`src/rtl/sdram_wr_pkg.sv`:
```
package sdram_wr_pkg;

    // Pin command on {cs_n, ras_n, cas_n, we_n}
    typedef enum logic [3:0] {
        CMD_ACT = 4'b0011,
        CMD_WR  = 4'b0100,
        CMD_PRE = 4'b0010,
        CMD_NOP = 4'b0111
    } sdr_cmd_e;

    typedef enum logic [2:0] {
        ST_IDLE,
        ST_OPEN,
        ST_BURST,
        ST_RECOV,
        ST_CLOSE
    } seq_st_e;

    // Round a time up to whole clock cycles, never below one
    function automatic int ns2cyc(input int t_ns, input int clk_ns);
        int c;
        c = (t_ns + clk_ns - 1) / clk_ns;
        if (c < 1) c = 1;
        return c;
    endfunction

    function automatic int imax(input int a, input int b);
        return (a > b) ? a : b;
    endfunction

endpackage

```
`src/rtl/sdram_act_timer.sv`:
```
// Saturating count of cycles since the last ACTIVE left the pins.
module sdram_act_timer #(
    parameter int CNT_MAX = 32,
    parameter int CNT_W   = 6
) (
    input  logic             clk,
    input  logic             rst,
    input  logic             start,
    output logic [CNT_W-1:0] elapsed_n
);
    logic [CNT_W-1:0] cnt;

    assign elapsed_n = (cnt == CNT_W'(CNT_MAX)) ? cnt : cnt + 1'b1;

    always_ff @(posedge clk) begin
        if (rst)        cnt <= CNT_W'(CNT_MAX);
        else if (start) cnt <= '0;
        else            cnt <= elapsed_n;
    end
endmodule

```
`src/rtl/sdram_beat_sel.sv`:
```
// Picks the word, byte masks and column for one burst beat.
module sdram_beat_sel #(
    parameter int BEATS  = 4,
    parameter int DQ_W   = 16,
    parameter int MASK_W = 2,
    parameter int COL_W  = 9,
    parameter int BEAT_W = 2
) (
    input  logic [BEATS*DQ_W-1:0]   data,
    input  logic [BEATS*MASK_W-1:0] mask,
    input  logic [COL_W-1:0]        col,
    input  logic [BEAT_W-1:0]       idx,
    output logic [DQ_W-1:0]         word,
    output logic [MASK_W-1:0]       bmask,
    output logic [COL_W-1:0]        col_k
);
    logic [DQ_W-1:0]   lane_d [BEATS];
    logic [MASK_W-1:0] lane_m [BEATS];

    for (genvar g = 0; g < BEATS; g++) begin : g_lane
        assign lane_d[g] = data[g*DQ_W +: DQ_W];
        assign lane_m[g] = mask[g*MASK_W +: MASK_W];
    end

    assign word  = lane_d[idx];
    assign bmask = lane_m[idx];
    assign col_k = col + COL_W'(idx);
endmodule

```
`src/rtl/sdram_wr_seq.sv`:
```
module sdram_wr_seq
    import sdram_wr_pkg::*;
#(
    parameter int CLK_NS   = 5,
    parameter int T_RCD_NS = 20,
    parameter int T_RAS_NS = 48,
    parameter int T_RC_NS  = 80,
    parameter int T_RP_NS  = 20,
    parameter int T_WR_NS  = 15,
    parameter int ROW_W    = 13,
    parameter int COL_W    = 9,
    parameter int BANK_W   = 2,
    parameter int DQ_W     = 16,
    parameter int BEATS    = 4
) (
    input  logic                        clk,
    input  logic                        rst,
    input  logic                        req_i,
    input  logic [BANK_W-1:0]           bank_i,
    input  logic [ROW_W-1:0]            row_i,
    input  logic [COL_W-1:0]            col_i,
    input  logic [BEATS*DQ_W-1:0]       wdata_i,
    input  logic [BEATS*(DQ_W/8)-1:0]   wmask_i,
    input  logic                        pre_all_i,
    output logic                        ack_o,
    output logic                        cke_o,
    output logic                        cs_n_o,
    output logic                        ras_n_o,
    output logic                        cas_n_o,
    output logic                        we_n_o,
    output logic [BANK_W-1:0]           ba_o,
    output logic [ROW_W-1:0]            addr_o,
    output logic [DQ_W-1:0]             dq_o,
    output logic                        dq_oe_o,
    output logic [DQ_W/8-1:0]           dqm_o
);
    localparam int MASK_W  = DQ_W / 8;
    localparam int BEAT_W  = (BEATS > 1) ? $clog2(BEATS) : 1;
    localparam int AP_BIT  = 10;
    localparam int RCD_C   = ns2cyc(T_RCD_NS, CLK_NS);
    localparam int RAS_C   = ns2cyc(T_RAS_NS, CLK_NS);
    localparam int RC_C    = ns2cyc(T_RC_NS,  CLK_NS);
    localparam int RP_C    = ns2cyc(T_RP_NS,  CLK_NS);
    localparam int WR_C    = ns2cyc(T_WR_NS,  CLK_NS);
    localparam int LAST_T  = RCD_C + BEATS - 1;
    localparam int PRE_T   = imax(LAST_T + WR_C, RAS_C);
    localparam int ACK_T   = PRE_T + RP_C;
    localparam int CNT_MAX = imax(RC_C, ACK_T) + 1;
    localparam int CNT_W   = $clog2(CNT_MAX + 1);

    seq_st_e                   st;
    sdr_cmd_e                  cmd_q;
    logic [BANK_W-1:0]         bank_r;
    logic [ROW_W-1:0]          row_r;
    logic [COL_W-1:0]          col_r;
    logic [BEATS*DQ_W-1:0]     data_r;
    logic [BEATS*MASK_W-1:0]   mask_r;
    logic                      all_r;
    logic [BEAT_W-1:0]         beat_r;
    logic [CNT_W-1:0]          elapsed_n;
    logic                      accept;
    logic [DQ_W-1:0]           beat_word;
    logic [MASK_W-1:0]         beat_mask;
    logic [COL_W-1:0]          beat_col;
    logic [ROW_W-1:0]          col_addr;
    logic [ROW_W-1:0]          pre_addr;

    assign accept = (st == ST_IDLE) && req_i && (elapsed_n >= CNT_W'(RC_C));

    sdram_act_timer #(
        .CNT_MAX (CNT_MAX),
        .CNT_W   (CNT_W)
    ) u_timer (
        .clk       (clk),
        .rst       (rst),
        .start     (accept),
        .elapsed_n (elapsed_n)
    );

    sdram_beat_sel #(
        .BEATS  (BEATS),
        .DQ_W   (DQ_W),
        .MASK_W (MASK_W),
        .COL_W  (COL_W),
        .BEAT_W (BEAT_W)
    ) u_beat (
        .data  (data_r),
        .mask  (mask_r),
        .col   (col_r),
        .idx   (beat_r),
        .word  (beat_word),
        .bmask (beat_mask),
        .col_k (beat_col)
    );

    // Column sits below the auto-precharge bit, which stays low
    assign col_addr = ROW_W'(beat_col);
    assign pre_addr = ROW_W'(all_r) << AP_BIT;

    always_ff @(posedge clk) begin
        if (rst) begin
            st      <= ST_IDLE;
            cmd_q   <= CMD_NOP;
            ba_o    <= '0;
            addr_o  <= '0;
            dq_o    <= '0;
            dqm_o   <= '0;
            dq_oe_o <= 1'b0;
            ack_o   <= 1'b0;
            bank_r  <= '0;
            row_r   <= '0;
            col_r   <= '0;
            data_r  <= '0;
            mask_r  <= '0;
            all_r   <= 1'b0;
            beat_r  <= '0;
        end else begin
            cmd_q   <= CMD_NOP;
            ba_o    <= '0;
            addr_o  <= '0;
            dq_o    <= '0;
            dqm_o   <= '0;
            dq_oe_o <= 1'b0;
            ack_o   <= 1'b0;
            unique case (st)
                ST_IDLE: begin
                    if (accept) begin
                        bank_r <= bank_i;
                        row_r  <= row_i;
                        col_r  <= col_i;
                        data_r <= wdata_i;
                        mask_r <= wmask_i;
                        all_r  <= pre_all_i;
                        beat_r <= '0;
                        cmd_q  <= CMD_ACT;
                        ba_o   <= bank_i;
                        addr_o <= row_i;
                        st     <= ST_OPEN;
                    end
                end
                ST_OPEN: begin
                    ba_o <= bank_r;
                    if (elapsed_n == CNT_W'(RCD_C)) begin
                        cmd_q   <= CMD_WR;
                        addr_o  <= col_addr;
                        dq_o    <= beat_word;
                        dqm_o   <= beat_mask;
                        dq_oe_o <= 1'b1;
                        beat_r  <= beat_r + 1'b1;
                        st      <= ST_BURST;
                    end
                end
                ST_BURST: begin
                    ba_o    <= bank_r;
                    addr_o  <= col_addr;
                    dq_o    <= beat_word;
                    dqm_o   <= beat_mask;
                    dq_oe_o <= 1'b1;
                    beat_r  <= beat_r + 1'b1;
                    if (beat_r == BEAT_W'(BEATS - 1)) st <= ST_RECOV;
                end
                ST_RECOV: begin
                    if (elapsed_n == CNT_W'(PRE_T)) begin
                        cmd_q  <= CMD_PRE;
                        ba_o   <= bank_r;
                        addr_o <= pre_addr;
                        st     <= ST_CLOSE;
                    end
                end
                ST_CLOSE: begin
                    if (elapsed_n == CNT_W'(ACK_T)) begin
                        ack_o <= 1'b1;
                        st    <= ST_IDLE;
                    end
                end
                default: st <= ST_IDLE;
            endcase
        end
    end

    assign cke_o = 1'b1;
    assign {cs_n_o, ras_n_o, cas_n_o, we_n_o} = cmd_q;

endmodule

```
`config.mk`:
```
export PLATFORM = sky130hd
export DESIGN_NAME = sdram_wr_seq
export DESIGN_NICKNAME = d
export VERILOG_FILES = /design/src/rtl/sdram_wr_pkg.sv /design/src/rtl/sdram_act_timer.sv /design/src/rtl/sdram_beat_sel.sv /design/src/rtl/sdram_wr_seq.sv
export SDC_FILE = /design/constraint.sdc
export NUM_CORES = 1
export LEC_CHECK = 0
export ABC_AREA = 1
export BUFFER_PORTS_ARGS = -buffer_cell sky130_fd_sc_hd__buf_4
export CORE_MARGIN = 3
export CORE_UTILIZATION = 49
export DETAILED_ROUTE_END_ITERATION = 7
export PLACE_DENSITY_LB_ADDON = 0.15
export SETUP_SLACK_MARGIN = 0.5
export SYNTH_ARGS = -nofsm -noshare
export SYNTH_HDL_FRONTEND = slang
export SYNTH_HIERARCHICAL = 1
export SYNTH_SLANG_ARGS = --single-unit
```
`constraint.sdc`:
```
create_clock -name clk -period 2.3 [get_ports clk]
set_clock_uncertainty 0.2 [all_clocks]
set_input_delay 0.345 -clock clk [delete_from_list [all_inputs] [get_ports clk]]
set_output_delay 0.345 -clock clk [all_outputs]
set_load 0.05 [all_outputs]
```
==> results_dict.tcl <==
set metrics [dict create \
    vias 6609 \
    min_period_over_period_pct 93.2 \
    reg2reg_to "cmd_q[1]$_SDFF_PP1_" \
    rsz0062_at_grt "yes" \
    hp-class "input pin to register" \
    antennaDiodeCount 0 \
    ys_seq_elements 132 \
    drv_cap 0 \
    holdWs_ps -0.400 \
    antenna_found_initial 0 \
    start_util_pct 50.4 \
    fillers 640 \
    wl_met1_um 9100 \
    r2r_slack_ps 160 \
    layout-drive-gt1-share_pct 31.1 \
    reg2reg_depth 15 \
    critical_path.max_fanout 3 \
    root_buffer "clkbuf_16" \
    grt_pass1_vias 5255 \
    gp_congestion 0.818 \
    pre_cts_ws_ps 190 \
    grt_pass1_wl_um 25900 \
    synth.distinct_cells 28 \
    overflow 0 \
    clock_latency_ps 420 \
    cts.htree.levels 4 \
    io_buffer_count 137 \
    setup_viol 0 \
    crit_type "register to register" \
    fp.coreArea_sq_um 11500 \
    final_hold_viol_count 1 \
    dp_hpwl_um 9160 \
    ys_seq_area_share_pct 45.5 \
    final_cell_mix "buf_4, nor2_1, dfxtp_1" \
    drtIter0Drc 728 \
    syn_area_sq_um 5810 \
    fin_total_pwr_mw 12.4 \
    worstSetupEndpointType "register" \
    r2r_start "u_timer/cnt[1]$_SDFF_PP0_" \
    cp.arrival_ps 2250 \
    power.leakage_nw 4.43 \
    route.met3.wl_um 1710 \
    highest_layer "met4" \
    drtPass1Iterations 6 \
    ant_nets 0 \
    cp.required_ps 2400 \
    clock_path_buffers 2 \
    ioPinCount 140 \
    min_period_ps 2140 \
    outcome "finished with violations" \
    netlist_instances 831 \
    area_growth_pct 66.9 \
    cts_tree "yes" \
    finalMaxSlewViolations 0 \
    grt_max_degree 102 \
    path_clk_slew_ps 60 \
    irDropWorstVdd_v 0.000745 \
    vias_per_cell 5.31 \
    dieArea_sq_um 13200 \
    routedWlPerCell_um 18.0 \
    wirelength_um 22400 \
    finalInstanceArea_sq_um 9690 \
    finalWorstSetupSlack_ps 156 \
    violations "hold timing" \
    numCtsBuffers 17 \
    fmax_mhz 466 \
    hp-start "row_i[3]" \
    whs_path_depth 5 \
    rows 39 \
    setup_tns_ps 0 \
    grt_use_total_pct 24.8 \
    die_width_um 115 \
    postPlaceCellArea_sq_um 6820 \
    die_h_um 115 \
    synth_fp_nets 937 \
    worstHoldEndpoint "addr_o[3]$_SDFF_PP0_" \
    avgSynthCellArea_sq_um 6.99 \
    yosys_warnings 6 \
    layout_commonest_cell "buf_4" \
    pwr_density_cell_nw_per_um2 1280 \
    cts_sinks 132 \
    wl_met2_um 11100 \
    fin_nets 1197 \
    critPathLaunchType "register" \
    drc 0 \
]
==> cell type report <==
type | instances | area, sq um | share of cell area [%]
clock inverter | 2 | 60.1 | 0.620
inverter | 99 | 397 | 4.09
timing repair inverter | 2 | 20.0 | 0.207
multi-input combinational | 551 | 2920 | 30.1
sequential | 132 | 2650 | 27.4
timing repair buffer | 288 | 2910 | 30.0
clock buffer | 28 | 557 | 5.74
tap | 143 | 179 | 1.85
==> power by group <==
group / internal, mW / total, mW / leakage, nW / switching, mW
logic: 2.68 / 6.28 / 3.04 / 3.60
clock network: 1.85 / 2.81 / 0.305 / 0.961
registers: 2.91 / 3.29 / 1.08 / 0.384
==> flip-flops by register name, summed over array words and instances, names as in the netlist <==
register     count
ack_o            1
addr_o          13
all_r            1
ba_o             2
bank_r           2
beat_r           2
cmd_q            3
col_r            9
data_r          64
dq_o            16
dq_oe_o          1
dqm_o            2
mask_r           8
st               3
u_timer/cnt      5
==> cells by family (layout without fill, tap and decap cells) <==
kind of cell,Yosys count,after routing,synth area share [%]
flops,132,132,45.5
xor+xnor,2,2,0.302
compound gates,153,153,14.0
buf+inv,148,419,12.2
simple gates,388,388,26.4
fa+ha+maj,6,6,1.42
other cells,2,2,0.129
==> synthesized netlist by cell type <==
master    number  area share [%]
a21oi_1       23             2.0
a21oi_2        1            0.15
and2_1         1            0.11
buf_1          2            0.13
buf_2          6            0.52
buf_4          5            0.65
buf_6         17             3.3
clkbuf_1      19             1.2
conb_1         2            0.13
dfxtp_1      132              46
fa_1           1            0.34
ha_1           5             1.1
inv_1         96             6.2
inv_2          3            0.19
nand2_1      137             8.9
nand3_1       24             2.1
nand3b_1       3            0.39
nand4_1        2            0.22
nor2_1       213              14
nor2_2         3            0.32
nor3_1         3            0.26
nor3_4         1            0.28
nor3b_1        1            0.13
o211ai_1      18             2.3
o21ai_0       96             8.3
o21ai_1       15             1.3
xnor2_1        1            0.15
xor2_1         1            0.15
==> critical path, stage by stage (launching register included) <==
cell and delay [ps]:
dfxtp_4 380, inv_4 40, ha_4 150, nand2_2 70, inv_2 60, nand2_4 80, nand2_2 70, and2_4 180
nor2_4 140, nand3_4 110, nor2_4 130, buf_4 120, buf_4 90, buf_6 80, buf_6 80, nand2_2 30
==> repair_timing <==
item | 4_1_cts | 5_1_grt
cloned | 2 | 28
pin swaps | 17 | 20
setup buffers | 19 | 7
hold endpoints to repair | 86 | 0
gates resized for setup | 59 | 136
setup endpoints to repair | 130 | 132
hold buffers | 86 | 0
==> metrics by stage <==
stage	instances	utilization (%)
3_3_place_gp	1073	59.2
5_1_grt	1245	84.2
3_5_place_dp	1073	59.2
6_report	1245	84.2
2_1_floorplan	831	-
4_1_cts	1210	75.0
==> worst max-delay path by stage <==
stage / slack (ps) / startpoint / cells after the start / end
detailed placement: 190 / u_timer/cnt[1]$_SDFF_PP0_ / 16 / addr_o[0]$_SDFF_PP0_
floorplan: 380 / u_timer/cnt[1]$_SDFF_PP0_ / 16 / addr_o[0]$_SDFF_PP0_
global route: 50 / u_timer/cnt[1]$_SDFF_PP0_ / 16 / addr_o[5]$_SDFF_PP0_
global placement: 240 / u_timer/cnt[0]$_SDFF_PP1_ / 9 / data_r[33]$_SDFFE_PP0P_
finish: 160 / u_timer/cnt[1]$_SDFF_PP0_ / 15 / cmd_q[1]$_SDFF_PP1_
CTS: 250 / u_timer/cnt[1]$_SDFF_PP0_ / 16 / addr_o[0]$_SDFF_PP0_
==> metal layers <==
metal	GRT usage (%)	vias up
li1	-	3109
met2	38.7	332
met1	33.8	3120
met3	5.95	48
met4	8.14	0
met5	0	-
(Power assumes the default switching activity.)
